$ cat config.mk
export PLATFORM = sky130hd
export DESIGN_NAME = lpi_hppi_sel
export DESIGN_NICKNAME = d
export VERILOG_FILES = /design/src/rtl/lpi_sel_pkg.sv /design/src/rtl/lpi_scan_ctrl.sv /design/src/rtl/lpi_best_dp.sv /design/src/rtl/lpi_hppi_sel.sv
export SDC_FILE = /design/constraint.sdc
export NUM_CORES = 1
export LEC_CHECK = 0
export BUFFER_PORTS_ARGS = -buffer_cell sky130_fd_sc_hd__buf_4
export CORE_MARGIN = 2
export CORE_UTILIZATION = 38
export CTS_CLUSTER_SIZE = 20
export DETAILED_ROUTE_END_ITERATION = 6
export PLACE_DENSITY_LB_ADDON = 0.08
export SETUP_SLACK_MARGIN = 0.5
export SLEW_MARGIN = 10
export SYNTH_ARGS = -nofsm -noshare
export SYNTH_HDL_FRONTEND = slang
export SYNTH_SLANG_ARGS = --single-unit
$ cat constraint.sdc
create_clock -name clk -period 6.4 [get_ports clk]
set_input_delay 1.28 -clock clk [delete_from_list [all_inputs] [get_ports clk]]
set_output_delay 1.28 -clock clk [all_outputs]
set_load 0.03 [all_outputs]
$ cat src/rtl/lpi_sel_pkg.sv
package lpi_sel_pkg;
  localparam int LPI_BASE = 8192;

  typedef enum logic [1:0] {
    GRP_G0   = 2'd0,
    GRP_G1S  = 2'd1,
    GRP_G1NS = 2'd2
  } grp_e;

  typedef struct packed {
    logic load;   // capture incoming candidate, clear replaced flag
    logic step;   // evaluate the current ID
  } scan_strobe_t;
endpackage

$ cat src/rtl/lpi_scan_ctrl.sv
module lpi_scan_ctrl
  import lpi_sel_pkg::*;
#(
  parameter int MAX_ID_BITS = 15,
  localparam int ID_W = MAX_ID_BITS + 1
) (
  input  logic            clk,
  input  logic            rstN,
  input  logic            updateReq,
  input  logic [4:0]      idBits,
  output scan_strobe_t    strobe,
  output logic [ID_W-1:0] curId,
  output logic            busy,
  output logic            done
);
  localparam logic [4:0] MAX_BITS_C = 5'(MAX_ID_BITS);
  localparam logic [ID_W-1:0] BASE_ID = ID_W'(LPI_BASE);

  logic [4:0]      bitsClamped;
  logic [31:0]     lastWide;
  logic            rangeEmpty;
  logic [ID_W-1:0] curQ;
  logic [ID_W-1:0] lastQ;
  logic            busyQ;
  logic            doneQ;

  // Upper end of the range from the clamped width code
  always_comb begin
    bitsClamped = (idBits > MAX_BITS_C) ? MAX_BITS_C : idBits;
    lastWide    = (32'd1 << (bitsClamped + 5'd1)) - 32'd1;
    rangeEmpty  = (lastWide < 32'(LPI_BASE));
  end

  always_ff @(posedge clk or negedge rstN) begin
    if (!rstN) begin
      curQ  <= BASE_ID;
      lastQ <= BASE_ID;
      busyQ <= 1'b0;
      doneQ <= 1'b0;
    end else if (updateReq) begin
      curQ  <= BASE_ID;
      lastQ <= lastWide[ID_W-1:0];
      busyQ <= !rangeEmpty;
      doneQ <= rangeEmpty;
    end else if (busyQ) begin
      if (curQ == lastQ) begin
        busyQ <= 1'b0;
        doneQ <= 1'b1;
      end else begin
        curQ  <= curQ + 1'b1;
        doneQ <= 1'b0;
      end
    end else begin
      doneQ <= 1'b0;
    end
  end

  always_comb begin
    strobe.load = updateReq;
    strobe.step = busyQ && !updateReq;
  end

  assign curId = curQ;
  assign busy  = busyQ;
  assign done  = doneQ;
endmodule

$ cat src/rtl/lpi_best_dp.sv
module lpi_best_dp
  import lpi_sel_pkg::*;
#(
  parameter int MAX_ID_BITS = 15,
  localparam int ID_W = MAX_ID_BITS + 1
) (
  input  logic            clk,
  input  logic            rstN,
  input  scan_strobe_t    strobe,
  input  logic [ID_W-1:0] curId,
  input  logic            g1nsEn,
  input  logic [ID_W-1:0] bestIdIn,
  input  logic [7:0]      bestPrioIn,
  input  logic [1:0]      bestGrpIn,
  input  logic [7:0]      pendByte,
  input  logic [7:0]      cfgByte,
  input  logic            done,
  output logic [ID_W-1:0] winId,
  output logic [7:0]      winPrio,
  output logic [1:0]      winGrp,
  output logic            newWinner
);
  logic [ID_W-1:0] bestIdQ;
  logic [7:0]      bestPrioQ;
  logic [1:0]      bestGrpQ;
  logic            replacedQ;
  logic            pendBit;
  logic [7:0]      lpiPrio;
  logic            qualifies;
  logic            beats;

  always_comb begin
    pendBit   = pendByte[curId[2:0]];
    lpiPrio   = {cfgByte[7:2], 2'b00};
    qualifies = strobe.step && pendBit && cfgByte[0] && g1nsEn;
    beats     = (lpiPrio < bestPrioQ) ||
                ((lpiPrio == bestPrioQ) && (curId < bestIdQ));
  end

  always_ff @(posedge clk or negedge rstN) begin
    if (!rstN) begin
      bestIdQ   <= '0;
      bestPrioQ <= 8'hFF;
      bestGrpQ  <= GRP_G0;
      replacedQ <= 1'b0;
    end else if (strobe.load) begin
      bestIdQ   <= bestIdIn;
      bestPrioQ <= bestPrioIn;
      bestGrpQ  <= bestGrpIn;
      replacedQ <= 1'b0;
    end else if (qualifies && beats) begin
      bestIdQ   <= curId;
      bestPrioQ <= lpiPrio;
      bestGrpQ  <= GRP_G1NS;
      replacedQ <= 1'b1;
    end
  end

  assign winId     = bestIdQ;
  assign winPrio   = bestPrioQ;
  assign winGrp    = bestGrpQ;
  assign newWinner = done && replacedQ;
endmodule

$ cat src/rtl/lpi_hppi_sel.sv
module lpi_hppi_sel
  import lpi_sel_pkg::*;
#(
  parameter int MAX_ID_BITS = 15,
  localparam int ID_W = MAX_ID_BITS + 1
) (
  input  logic            clk,
  input  logic            rstN,
  input  logic            updateReq,
  input  logic [4:0]      idBits,
  input  logic            g1nsEn,
  input  logic [ID_W-1:0] bestIdIn,
  input  logic [7:0]      bestPrioIn,
  input  logic [1:0]      bestGrpIn,
  output logic [ID_W-4:0] pendAddr,
  input  logic [7:0]      pendByte,
  output logic [ID_W-1:0] cfgIdx,
  input  logic [7:0]      cfgByte,
  output logic            busy,
  output logic            done,
  output logic [ID_W-1:0] winId,
  output logic [7:0]      winPrio,
  output logic [1:0]      winGrp,
  output logic            newWinner
);
  scan_strobe_t    strobe;
  logic [ID_W-1:0] curId;

  lpi_scan_ctrl #(.MAX_ID_BITS(MAX_ID_BITS)) u_ctrl (
    .clk       (clk),
    .rstN      (rstN),
    .updateReq (updateReq),
    .idBits    (idBits),
    .strobe    (strobe),
    .curId     (curId),
    .busy      (busy),
    .done      (done)
  );

  lpi_best_dp #(.MAX_ID_BITS(MAX_ID_BITS)) u_dp (
    .clk        (clk),
    .rstN       (rstN),
    .strobe     (strobe),
    .curId      (curId),
    .g1nsEn     (g1nsEn),
    .bestIdIn   (bestIdIn),
    .bestPrioIn (bestPrioIn),
    .bestGrpIn  (bestGrpIn),
    .pendByte   (pendByte),
    .cfgByte    (cfgByte),
    .done       (done),
    .winId      (winId),
    .winPrio    (winPrio),
    .winGrp     (winGrp),
    .newWinner  (newWinner)
  );

  assign pendAddr = curId[ID_W-1:3];
  assign cfgIdx   = curId - ID_W'(LPI_BASE);
endmodule

# Yosys cells after proc, flatten, opt, wreduce, memory -nomap -nowiden

Index checks and enable logic that the tools add are counted.

Output and inout port bits: 58
Word-level logic and storage cells: 54
Bits in registers: 61
Input bits: 51

Add/subtract/negate cells: 4
Order comparisons: 5
Multiplexer cells: 20
Shifts and indexed selects: 1
Reduce and logical (&&, ||, !) cells: 13
Equality and inequality tests: 3

Operator list:

| cell                   | number |
|---|---|
| $mux 16                | 5 |
| $lt 32x14->1 const B   | 1 |
| $shl 1x5->32 const A   | 1 |
| $sub 32x1->32 const B  | 1 |
| $add 16x1->16 const B  | 1 |
| $eq 16x16->1           | 1 |
| $lt 16x16->1           | 1 |
| $mux 8                 | 2 |
| $sub 16x14->16 const B | 1 |
| $mux 1                 | 9 |
| $eq 8x8->1             | 1 |
| $lt 8x8->1             | 1 |
| $logic_and 1x1->1      | 7 |
| $add 5x1->5 const B    | 1 |
| $gt 5x4->1 const B     | 1 |
| $mux 5                 | 1 |
| $lt 3x4->1 const B     | 1 |
| $mux 2                 | 2 |
| $reduce_bool 2->1      | 2 |
| $bmux 1 s3             | 1 |
| $logic_not 1->1        | 2 |
| $ne 2x2->1 const B     | 1 |
| $reduce_and 2->1       | 1 |
| $logic_or 1x1->1       | 1 |

# Logic depth before layout (Yosys ltp)

Depth in word-level cells: 8
Gate-level depth with buffers: 10
Mapped depth without buffers: 8

# Modules after synthesis

A second synthesis with hierarchy kept.

Cells, all modules: 455
Area total of the unflattened synthesis: 4080.2 um^2

By module, submodules not included:

| module        | sequential area each (um^2) | cells each | area each (um^2) | times used |
|---|---|---|---|---|
| lpi_best_dp   | 685.7                       | 211        | 2024.4           | 1 |
| lpi_scan_ctrl | 853.3                       | 229        | 1948.1           | 1 |
| lpi_hppi_sel  | 0.0                         | 15         | 107.6            | 1 |

# Worst setup path before layout

No wires, ideal clock.

Path type: input -> register
Start: in cfgByte[2]
End: reg u_dp.bestIdQ[2] (netlist: u_dp.winId[2])
Path buffers: 0
Stages: 7
Required time: 6.274 ns
Slack: 3.069 ns
Arrival time: 3.205 ns
Setup time: 0.126 ns
Path through: ha_1 or3b_4 a2111oi_4 o211ai_2 nor4_4 o21bai_2 a221o_1

Word-level cells in the longest chain between the ends: 5
Elaborated cells on any way between the ends: 6
Classes of those cells: 1 x order compare; 1 x eq/ne; 4 x reduce/logical

RTL lines:

| element                                            | RTL line           | text |
|---|---|---|
| start, declared                                    | lpi_hppi_sel.sv:18 | `input logic [7:0] cfgByte,` |
| branches (longest 2 deep; another with $lt 8x8->1) | -                  |  |
| $logic_or 1x1->1 (*)                               | lpi_best_dp.sv:36  | `beats = (lpiPrio < bestPrioQ) \|\|` |
| $logic_and 1x1->1 (*)                              | lpi_best_dp.sv:51  | `end else if (qualifies && beats) begin` |
| $reduce_bool 2->1 (no source line) (*)             | -                  |  |
| end signal, assigned                               | lpi_best_dp.sv:47  | `bestIdQ <= bestIdIn;` |
| end signal, assigned                               | lpi_best_dp.sv:52  | `bestIdQ <= curId;` |
| end, declared                                      | lpi_best_dp.sv:23  | `logic [ID_W-1:0] bestIdQ;` |

Every way passes the cells marked *.
A chain may end at the register's enable or synchronous reset.

# Final worst setup path

Same ends and word-level chain as after synthesis.

==> flow_summary.ini <==
[logic_synthesis]
synthAdderAreaFrac = 0.07248
async_flop_share = 1.000
yosysSeqAreaShare = 0.3566
ys_ff_latch = 61
synth_compound_area_frac = 0.1644
syn_area_sq_um = 4315
synthMuxAreaShare = 0.02464
synth_warnings = 0
synth_edf_count = 0
synth_top_family_by_area = simple AND/OR/NAND/NOR gates
synth_nets = 590
postSynthAreaPerCell_sq_um = 8.396
synthDistinctLibCells = 57
synth_ff_type = dfrtp_1
synth-xor-area-share = 0.05074
netlist_instances = 514
synthSimpleGateAreaFrac = 0.2502

[timing]
worst_pin_slew_ps = 964.5
finalSetupViolCount = 0
fin_ws_ps = 2516
period_needed_ps = 3884
tns_ps = 0
final.setup_skew_ps = 5.533
fmax_ghz = 0.2575
hold_ws_ps = 484.6
final_hold_viol_count = 0
maxSlewViolCount = 0
rsz0062_at_grt = false
relSlewSlack = 0.3522
period_share = 0.6068

[layout]
nets = 666
drive_gt1_frac = 0.2622
fin_cells = 735
syn_to_final_growth_pct = 26.07
diodes = 0
layout.area.seq_sq_um = 1539
final_area_sq_um = 5440
multiInputGateArea_sq_um = 2439
num-fill-cells = 1058

[placed_design]
dp.cells = 719
dp_slack_ps = 2154
hpwl_mm = 8.225
detailed_place.area_sq_um = 5114
io_buffers = 107
gp_congestion = 0.7986

[global_route]
grtUsageMet3 = 0.04226
grt_use_met2 = 0.3133
grt_max_degree = 95
grt_pass1_wl_mm = 19.55
first_global_vias = 3799
met1_usage = 0.2673
top_usage_layer = met2
grt_overflow = 0
antenna_found_initial = 0
track_usage = 0.1957

[route]
dr.pass1.iters = 4
routed_wl_mm = 11.75
wire_per_inst_microns = 15.99
ant_nets = 0
vias = 3974
drc_errors = 0
viasPerCell = 5.407
drt-initial-drc-count = 284

[floorplan]
io_pins = 109
coreArea_sq_um = 10980
start_util = 0.3929
die_height_microns = 110.6
fp.dieArea_sq_um = 12220
die-width_microns = 110.6
rows = 38

[clock_network]
clockBufferDepth = 2
cts_tree = done
clk_pin_slew_ps = 60
post_cts_buffers = 0
clock_sinks = 61
cts_htree_levels = 3
ctsHoldBuffers = 0
cts-buffers-inserted = 9
worstSkewPairLatency_ps = 330
cts_resized = 0
clockRootBuffer = clkbuf_16

[critical_path]
worstPathCellList = buf_4 > ha_1 > or3b_4 > a2111oi_4 > o211ai_2 > nor4_4 > o21bai_2 > a221o_1
worst-endpoint-arrival_ps = 4100
critPathLaunchType = primary input
slowest_delay_ps = 830
crit_family = simple AND/OR/NAND/NOR gates
crit_buf_inv = 1
worst_path_max_delay_cell = nor4_4
cp-end-kind = register
crit_type = in -> reg
required_ps = 6620
crit_fanout = 23

[power_and_ir_drop]
p_per_area_nw_per_um2 = 249.8
vdd_drop_max_v = 0.0001417
leakage_nw = 2.536

[status]
status = finished, final reports clean

[hold_path]
hp-class = reg -> reg

[job]
max-cap-violations = 0
Yosys cell counts, drive strengths merged (3+ instances only):
cell type  number  area share
nand4           5      0.0072
o21ai          28       0.032
nor2b           5      0.0072
buf            16       0.024
and2            6      0.0087
a31o            5       0.010
nand2          31       0.027
and3            5      0.0072
a21oi          26       0.030
ha             25       0.072
dfstp          10       0.061
a31oi           7       0.010
nor3b          13       0.023
or3b            3      0.0067
inv            34       0.030
nor3           14       0.016
a22oi          22       0.038
clkbuf         30       0.026
xor2           20       0.041
xnor2           5       0.010
or2             3      0.0043
nor4            5       0.011
or4            20       0.035
dfrtp          51        0.30
nor2           64       0.056
mux2i           5       0.012
nand3          29       0.034
state kept, by name (all words and copies together), names as in the netlist:
register	count
u_ctrl.curId	16
u_ctrl.lastQ	16
u_dp.winId	16
u_dp.winPrio	8
u_dp.winGrp	2
u_ctrl.busy	1
u_ctrl.done	1
u_dp.replacedQ	1
kinds of logic (layout without fill, tap and decap cells):
| family | count (synthesis) | after routing |
|---|---|---|
| and+or+nand+nor | 208 | 208 |
| AOI/OAI and AO/OA | 106 | 106 |
| buffers and inverters | 80 | 161 |
| DFF | 61 | 61 |
| adders and majority gates | 25 | 25 |
| xor gates and xnor gates | 25 | 25 |
| muxes | 8 | 8 |
| other | 1 | 1 |
report_power, final:
part	switching (mW)	internal [mW]
Combinational	0.216	0.142
Sequential	0.0330	0.432
Clock	0.183	0.352
area by class of cell:
type	count	share of cell area
Clock inverter	5	0.01541
Tap cell	140	0.03220
Inverter	34	0.02346
Timing Repair Buffer	111	0.1532
Clock buffer	11	0.04462
Sequential cell	61	0.2829
Multi-Input combinational cell	373	0.4483
final timing paths:
kind                                    to       startpoint  depth (start not counted)  slack [ps]
setup / recovery             u_dp.winId[2]       cfgByte[2]                          8        2520
hold reg to reg            u_ctrl.lastQ[0]  u_ctrl.lastQ[0]                          1         480
max in group asynchronous  u_ctrl.curId[3]             rstN                          1        4830
hold / removal             u_ctrl.lastQ[0]  u_ctrl.lastQ[0]                          1         480
setup reg to reg             u_dp.winId[2]  u_dp.winPrio[2]                          8        3000
min in group asynchronous   u_dp.winId[10]             rstN                          1        1040
through the flow:
step                      power (mW)  utilization
final                          1.359       0.4953
after global routing           1.431       0.4953
after CTS                      1.375       0.4953
after detailed placement      0.8322       0.4656
after global placement        0.8267       0.4656
after floorplan               0.7040            -
routing by layer:
metal  vias up  part of all wire
li1       1969                 -
met1      1897              0.48
met2        94              0.46
met3        14             0.041
met4         0             0.016
met5         -                 0
placed cells by master (no fill, tap or decap), types with 2 or more instances in the layout:
cell / Yosys / final
o21ai_0: 25 / 25
nand4_1: 5 / 5
o21ai_1: 3 / 3
buf_4: 10 / 111
a22oi_1: 22 / 22
nor2b_1: 5 / 5
nand3_1: 29 / 29
or3b_2: 2 / 2
a211oi_1: 2 / 2
nor4_1: 4 / 4
or3_1: 2 / 2
or4_1: 20 / 20
and2_1: 6 / 6
nor2_1: 64 / 64
bufinv_16: 0 / 2
xor2_1: 20 / 20
nor3b_1: 13 / 13
mux4_2: 2 / 2
dfstp_2: 10 / 10
nand2_1: 31 / 31
or2_2: 3 / 3
mux2i_1: 5 / 5
clkinvlp_4: 0 / 2
xnor2_1: 5 / 5
dfrtp_1: 51 / 51
a21oi_1: 26 / 26
nor3_1: 14 / 14
a31oi_1: 7 / 7
clkbuf_16: 0 / 9
inv_1: 34 / 34
a31o_2: 5 / 5
and3_1: 5 / 5
ha_1: 25 / 25
Note: power is estimated with default switching activity, not from simulation.
